`src/rtl/gpio_altmux_port.sv`:
```
module gpio_altmux_port #(
  parameter int NPINS = 8,
  parameter int AW    = 3
) (
  input  logic             clk,
  input  logic             rst_n,
  input  logic [AW-1:0]    bus_addr,
  input  logic             bus_wr,
  input  logic             bus_rd,
  input  logic [NPINS-1:0] bus_wdata,
  output logic [NPINS-1:0] bus_rdata,
  input  logic [NPINS-1:0] pin_in,
  input  logic [NPINS-1:0] alt_out,
  input  logic [NPINS-1:0] alt_oe,
  input  logic [NPINS-1:0] alt_in,
  output logic [NPINS-1:0] pad_oe,
  output logic [NPINS-1:0] pad_out,
  output logic [NPINS-1:0] pad_ie,
  output logic [NPINS-1:0] pad_pu
);

  localparam logic [AW-1:0] A_MODE = AW'(0);
  localparam logic [AW-1:0] A_DIR  = AW'(1);
  localparam logic [AW-1:0] A_DOUT = AW'(2);
  localparam logic [AW-1:0] A_LVL  = AW'(3);
  localparam logic [AW-1:0] A_PU   = AW'(4);

  logic [NPINS-1:0] mode_q, dir_q, dout_q, pu_q;
  logic [NPINS-1:0] sync1_q, sync2_q;
  logic [NPINS-1:0] rd_mux;
  logic             lvl_read;

  assign lvl_read = bus_rd && (bus_addr == A_LVL);

  always_ff @(posedge clk or negedge rst_n) begin
    if (!rst_n) begin
      mode_q <= '0;
      dir_q  <= '0;
      dout_q <= '0;
      pu_q   <= '0;
    end else if (bus_wr) begin
      case (bus_addr)
        A_MODE:  mode_q <= bus_wdata;
        A_DIR:   dir_q  <= bus_wdata;
        A_DOUT:  dout_q <= bus_wdata;
        A_PU:    pu_q   <= bus_wdata;
        default: ;
      endcase
    end
  end

  always_ff @(posedge clk or negedge rst_n) begin
    if (!rst_n) begin
      sync1_q <= '0;
      sync2_q <= '0;
    end else begin
      sync1_q <= pin_in;
      sync2_q <= sync1_q;
    end
  end

  always_comb begin
    case (bus_addr)
      A_MODE:  rd_mux = mode_q;
      A_DIR:   rd_mux = dir_q;
      A_DOUT:  rd_mux = dout_q;
      A_LVL:   rd_mux = sync2_q;
      A_PU:    rd_mux = pu_q;
      default: rd_mux = '0;
    endcase
  end

  always_ff @(posedge clk or negedge rst_n) begin
    if (!rst_n)      bus_rdata <= '0;
    else if (bus_rd) bus_rdata <= rd_mux;
  end

  for (genvar i = 0; i < NPINS; i++) begin : g_pin
    logic drv_en;
    assign drv_en     = mode_q[i] ? alt_oe[i] : dir_q[i];
    assign pad_oe[i]  = drv_en;
    assign pad_out[i] = mode_q[i] ? alt_out[i] : dout_q[i];
    assign pad_ie[i]  = mode_q[i] | lvl_read;
    assign pad_pu[i]  = pu_q[i] & ~drv_en & (~mode_q[i] | alt_in[i]);
  end

endmodule

```
`config.mk`:
```
export PLATFORM = sky130hd
export DESIGN_NAME = gpio_altmux_port
export DESIGN_NICKNAME = d
export VERILOG_FILES = /design/src/rtl/gpio_altmux_port.sv
export SDC_FILE = /design/constraint.sdc
export NUM_CORES = 1
export LEC_CHECK = 0
export ABC_AREA = 1
export BUFFER_PORTS_ARGS = -buffer_cell sky130_fd_sc_hd__buf_4
export CORE_UTILIZATION = 40
export CTS_CLUSTER_DIAMETER = 80
export CTS_CLUSTER_SIZE = 10
export DETAILED_ROUTE_END_ITERATION = 16
export PLACE_DENSITY = 0.72
export SLEW_MARGIN = 5
export SYNTH_ARGS = -nofsm -noshare
export SYNTH_HDL_FRONTEND = slang
export SYNTH_SLANG_ARGS = --single-unit
```
`constraint.sdc`:
```
create_clock -name clk -period 2.3 [get_ports clk]
set_input_delay 0.69 -clock clk [delete_from_list [all_inputs] [get_ports clk]]
set_output_delay 0.69 -clock clk [all_outputs]
set_load 0.05 [all_outputs]
```
# After elaboration in Yosys (flattened, before gate mapping)
# Index checks and enable logic that the tools add are counted.
dict set report totals {
  mem_bits_ro 0
  memories 0
  wordCells 82
  latchBits 0
  ram_bits 0
  ff_bits 56
  out_inout_bits 40
}
dict set report op_classes {
  n_mul 0
  shifts 0
  div_mod_pow 0
  eq_ne 4
  addsub 0
  reduce_logical 6
  mux 17
  bitwise_logic 48
  order_cmp 0
}
# cell count
set ops {}
lappend ops {{one-hot mux 8 bit (5 select lines)} 1}
lappend ops {{AND 1 bit} 16}
lappend ops {{2-to-1 mux 1 bit} 16}
lappend ops {{NOT 1 bit} 16}
lappend ops {{bitwise OR 1 bit} 16}
lappend ops {{AND reduction 2 bit} 4}
lappend ops {{equality test 3 x 2 -> 1 bit, second input constant} 2}
lappend ops {{equality test 3 x 1 -> 1 bit, second input constant} 1}
lappend ops {{equality test 3 bit, second input constant} 1}
lappend ops {{logical NOT 3 bit} 1}
lappend ops {{logical AND 1 bit} 1}

# Longest topological paths before layout
dict set report logic_depth {
  ltp_word 4
  ltp_mapped 10
  mapped_depth_nobuf 9
}

# Worst setup path after synthesis
# Ideal clock, no wire load.
dict set report synth_path {
  path_type {input port to output port}
  startpoint {in bus_addr[2]}
  endpoint {out pad_ie[0]}
  n_path_buf 2
  setup_slack_ns 0.064
  cell_stages 5
  t_arrival_ns 1.546
  required_ns 1.610
  path_cell_list {buf_6 nor2_8 buf_6 nand3_4 nand2_1}
}
dict set report synth_via {
  elab_chain_len 3
}
# item line_no
set synth_rtl {}
lappend synth_rtl {{start: declaration} 7} ;# input logic [AW-1:0] bus_addr,
lappend synth_rtl {{equality test 3 x 2 -> 1 bit} 33} ;# assign lvl_read = bus_rd && (bus_addr == A_LVL);
lappend synth_rtl {{logical AND 1 bit} 33}
lappend synth_rtl {{bitwise OR 1 bit} 83} ;# assign pad_ie[i] = mode_q[i] | lvl_read;
lappend synth_rtl {{end: declaration} 18} ;# output logic [NPINS-1:0] pad_ie,
# Every way passes these cells.

# Final worst setup path
dict set report layout_path {
  startpoint {in bus_addr[2]}
  endpoint {out pad_ie[6]}
}
# The elaborated chain is that of the path after synthesis.

==> key figures <==
Power
  • Peak VDD IR: 0.355 mV
  • Comb power frac: 0.400
  • Design internal power: 1700 uW
  • PwrDens: 855 nW/um2
  • P_leak: 0.00187 uW
  • Switching share of power: 0.431
  • Clk pwr share: 0.181
  • Sw Pwr: 1290 uW
  • Sequential share of power: 0.419

Timing
  • Setup TNS: 0 ps
  • Minimum clock period: 2140 ps
  • Period utilization: 0.932
  • Worst slew pin tran: 686 ps
  • Worst Skew: 8.56 ps
  • Max Fclk: 0.466 GHz
  • Fin. max-slew vios: 0
  • Hold Fails Final Rpt: 0
  • RSZ-0062 raised after global routing: false
  • Worst setup margin: 156 ps
  • Setup violations, final: 0
  • Slew headroom: 0.543

Synth
  • Synth Net Count: 378
  • Post-synth top cells: nand2_1 (116), dfrtp_1 (56), nand3_1 (32)
  • Post-synthesis sequential area ratio: 0.502
  • Synth Register Bits: 56
  • EDFF count, synth: 0
  • Share of synthesized registers carrying an async set or reset: 1.00
  • Top cell type's share of synthesized area: 0.502
  • Syn avg cell area: 8.44 um2
  • Library cells used by synthesis: 21
  • Leading area contributor after synthesis: dfrtp_1
  • Cell count after synthesis: 331
  • Main synth FF type: dfrtp_1
  • Yosys Warn Count: 0
  • Top post-synthesis cells by area: dfrtp_1 (50%), nand2_1 (16%), nand3_1 (5.7%)
  • Most common cell in the netlist: nand2_1
  • Post-synthesis cell area: 2790 um2

Worst setup path
  • Most frequent CP cell: buf_4
  • CP max stage delay: 200 ps
  • Element type at the critical path end: output pin
  • Critical path's slowest cell: buf_4
  • Worst EP arrival: 1450 ps
  • Crit Path Class: in -> out
  • Crit-path cells: buf_4 -> nor2_8 -> nand3_4 -> nand2_1 -> buf_4
  • Critical path peak fanout: 8
  • FF-to-FF Start: mode_q[7]
  • Setup crit start kind: input pin
  • Worst EP required: 1610 ps
  • Crit. Startpoint: bus_addr[2]

Global route
  • Initial antenna violation count: 0
  • First-pass GRT wire length: 11000 um
  • Number of global-route vias before repair: 2224
  • Total Routing Usage GR: 0.195
  • Overflow left after global routing: 0
  • Largest net degree at the start of global routing: 57

Floorplanning
  • Num ports: 87
  • Row count: 30
  • Die area: 7320 um2
  • Die Ht: 85.6 um
  • Initial core utilization: 0.413
  • Die W: 85.6 um
  • CORE AREA: 6760 um2

Clock network
  • Clock tree buffer depth: 2
  • Cts repair resizes: 0
  • CTS root buf: clkbuf_8
  • Setup bufs post-CTS: 0
  • Post-CTS Hold Buffers: 0
  • CTS tree: built
  • Clk Latency, worst-skew pair: 310 ps
  • H-tree depth: 2
  • Clock slew at reported path FFs: 100 ps
  • Num CTS Buffers: 5
  • CTS sink cnt: 56

Finish
  • Area of the multi-input gates: 1130 um2
  • Utilization after layout: 0.517
  • Fraction of layout cells with a size suffix above 1: 0.306
  • Non-Filler Instances: 489
  • Antenna Cells: 0
  • Register area: 1400 um2
  • Total Nets Final: 455
  • Area delta synth->final: 25.2%
  • Filler instances: 661

Detailed routing
  • WL per Instance: 13.7 um
  • DRT Pass-1 Iters: 4
  • # DRC: 0
  • Antenna-violating nets left: 0
  • Total wire length: 6710 um
  • Via count: 2421
  • Detailed Route Iter0 Violations: 132
  • Vias per cell: 4.95

Min path
  • Hold WC Path Type: reg -> reg
  • Worst min-delay path startpoint: sync1_q[6]

Placed design
  • Hpwl dp: 4860 um
  • Placed insts: 481
  • GP Congestion: 0.807
  • IO Port Bufs: 86
  • Setup slack at placement: 146 ps

Run status
  • Status: complete, no violations

Flow run
  • Max-cap violations: 0
cells in the final DEF, fill, tap and decap left out:
cell type  Yosys  routed
nor2_1        14      14
nor2_8         1       1
o21ai_1        5       5
nand2_2        1       1
o21ai_0       29      29
inv_2          1       1
clkinv_2       1       3
buf_4          9      90
clkbuf_8       0       5
o21ai_2       16      16
nand4_1        8       8
nor2_2         1       1
inv_1         24      24
nand3_4        3       3
inv_4          1       1
clkinv_4       0       1
nand2_1      116     116
dfrtp_1       56      56
nand4_4        1       1
nand3_1       32      32
nor2_4         1       1
registers in the layout, indices dropped and copies added, names as in the netlist:
signal and flops:
bus_rdata 8, dir_q 8, dout_q 8, mode_q 8, pu_q 8, sync1_q 8
sync2_q 8
worst paths after layout:
check                           slack (ps)  depth (start not counted)           end
worst max-delay path                   160                          5     pad_ie[6]
worst max register to register        1290                          6  bus_rdata[7]
worst min register to register         360                          0    sync2_q[6]
min in group asynchronous              400                          1    sync2_q[3]
max in group asynchronous             1440                          1     mode_q[4]
worst min-delay path                   360                          0    sync2_q[6]
cells by family after synthesis:
logic type	synth area share
and+or+nand+nor	0.292
DFF	0.502
AOI/OAI and AO/OA	0.111
buffers and inverters	0.0950
power groups by stage:
| stage | Sequential [uW] | Combinational, uW | Clock, uW |
|---|---|---|---|
| after global routing | 1270 | 1280 | 592 |
| after detailed placement | 1270 | 1200 | 0 |
| after global placement | 1270 | 1180 | 0 |
| final | 1250 | 1200 | 542 |
| after floorplan | 1290 | 827 | 0 |
| after CTS | 1250 | 1200 | 554 |
metal layers:
layer	vias up	GRT usage	part of all wire
met5	-	0	0
met4	0	0.0606	0.012
met3	5	0.0346	0.055
met2	79	0.315	0.48
met1	1122	0.270	0.45
li1	1215	-	-
critical path, delay by kind of cell:
kind | cells | cell delay, ps
and+or+nand+nor | 3 | 400
buffers and inverters | 2 | 360
per-stage QoR:
stage	hold slack, ps	total power [uW]	instance area (um2)
5_1_grt	368	3150	3500
2_1_floorplan	331	2120	2790
3_5_place_dp	336	2470	3410
6_report	356	2990	3500
3_3_place_gp	336	2450	3410
4_1_cts	359	3010	3500
area by class of cell:
type                    count  share of cell area
clock buffers               5              0.0197
inverters                  27              0.0301
multi-input cells         228               0.322
repair buffers             90               0.193
clock inverters             3             0.00537
flip-flops and latches     56               0.401
well taps                  80              0.0286
(Power assumes the default switching activity.)
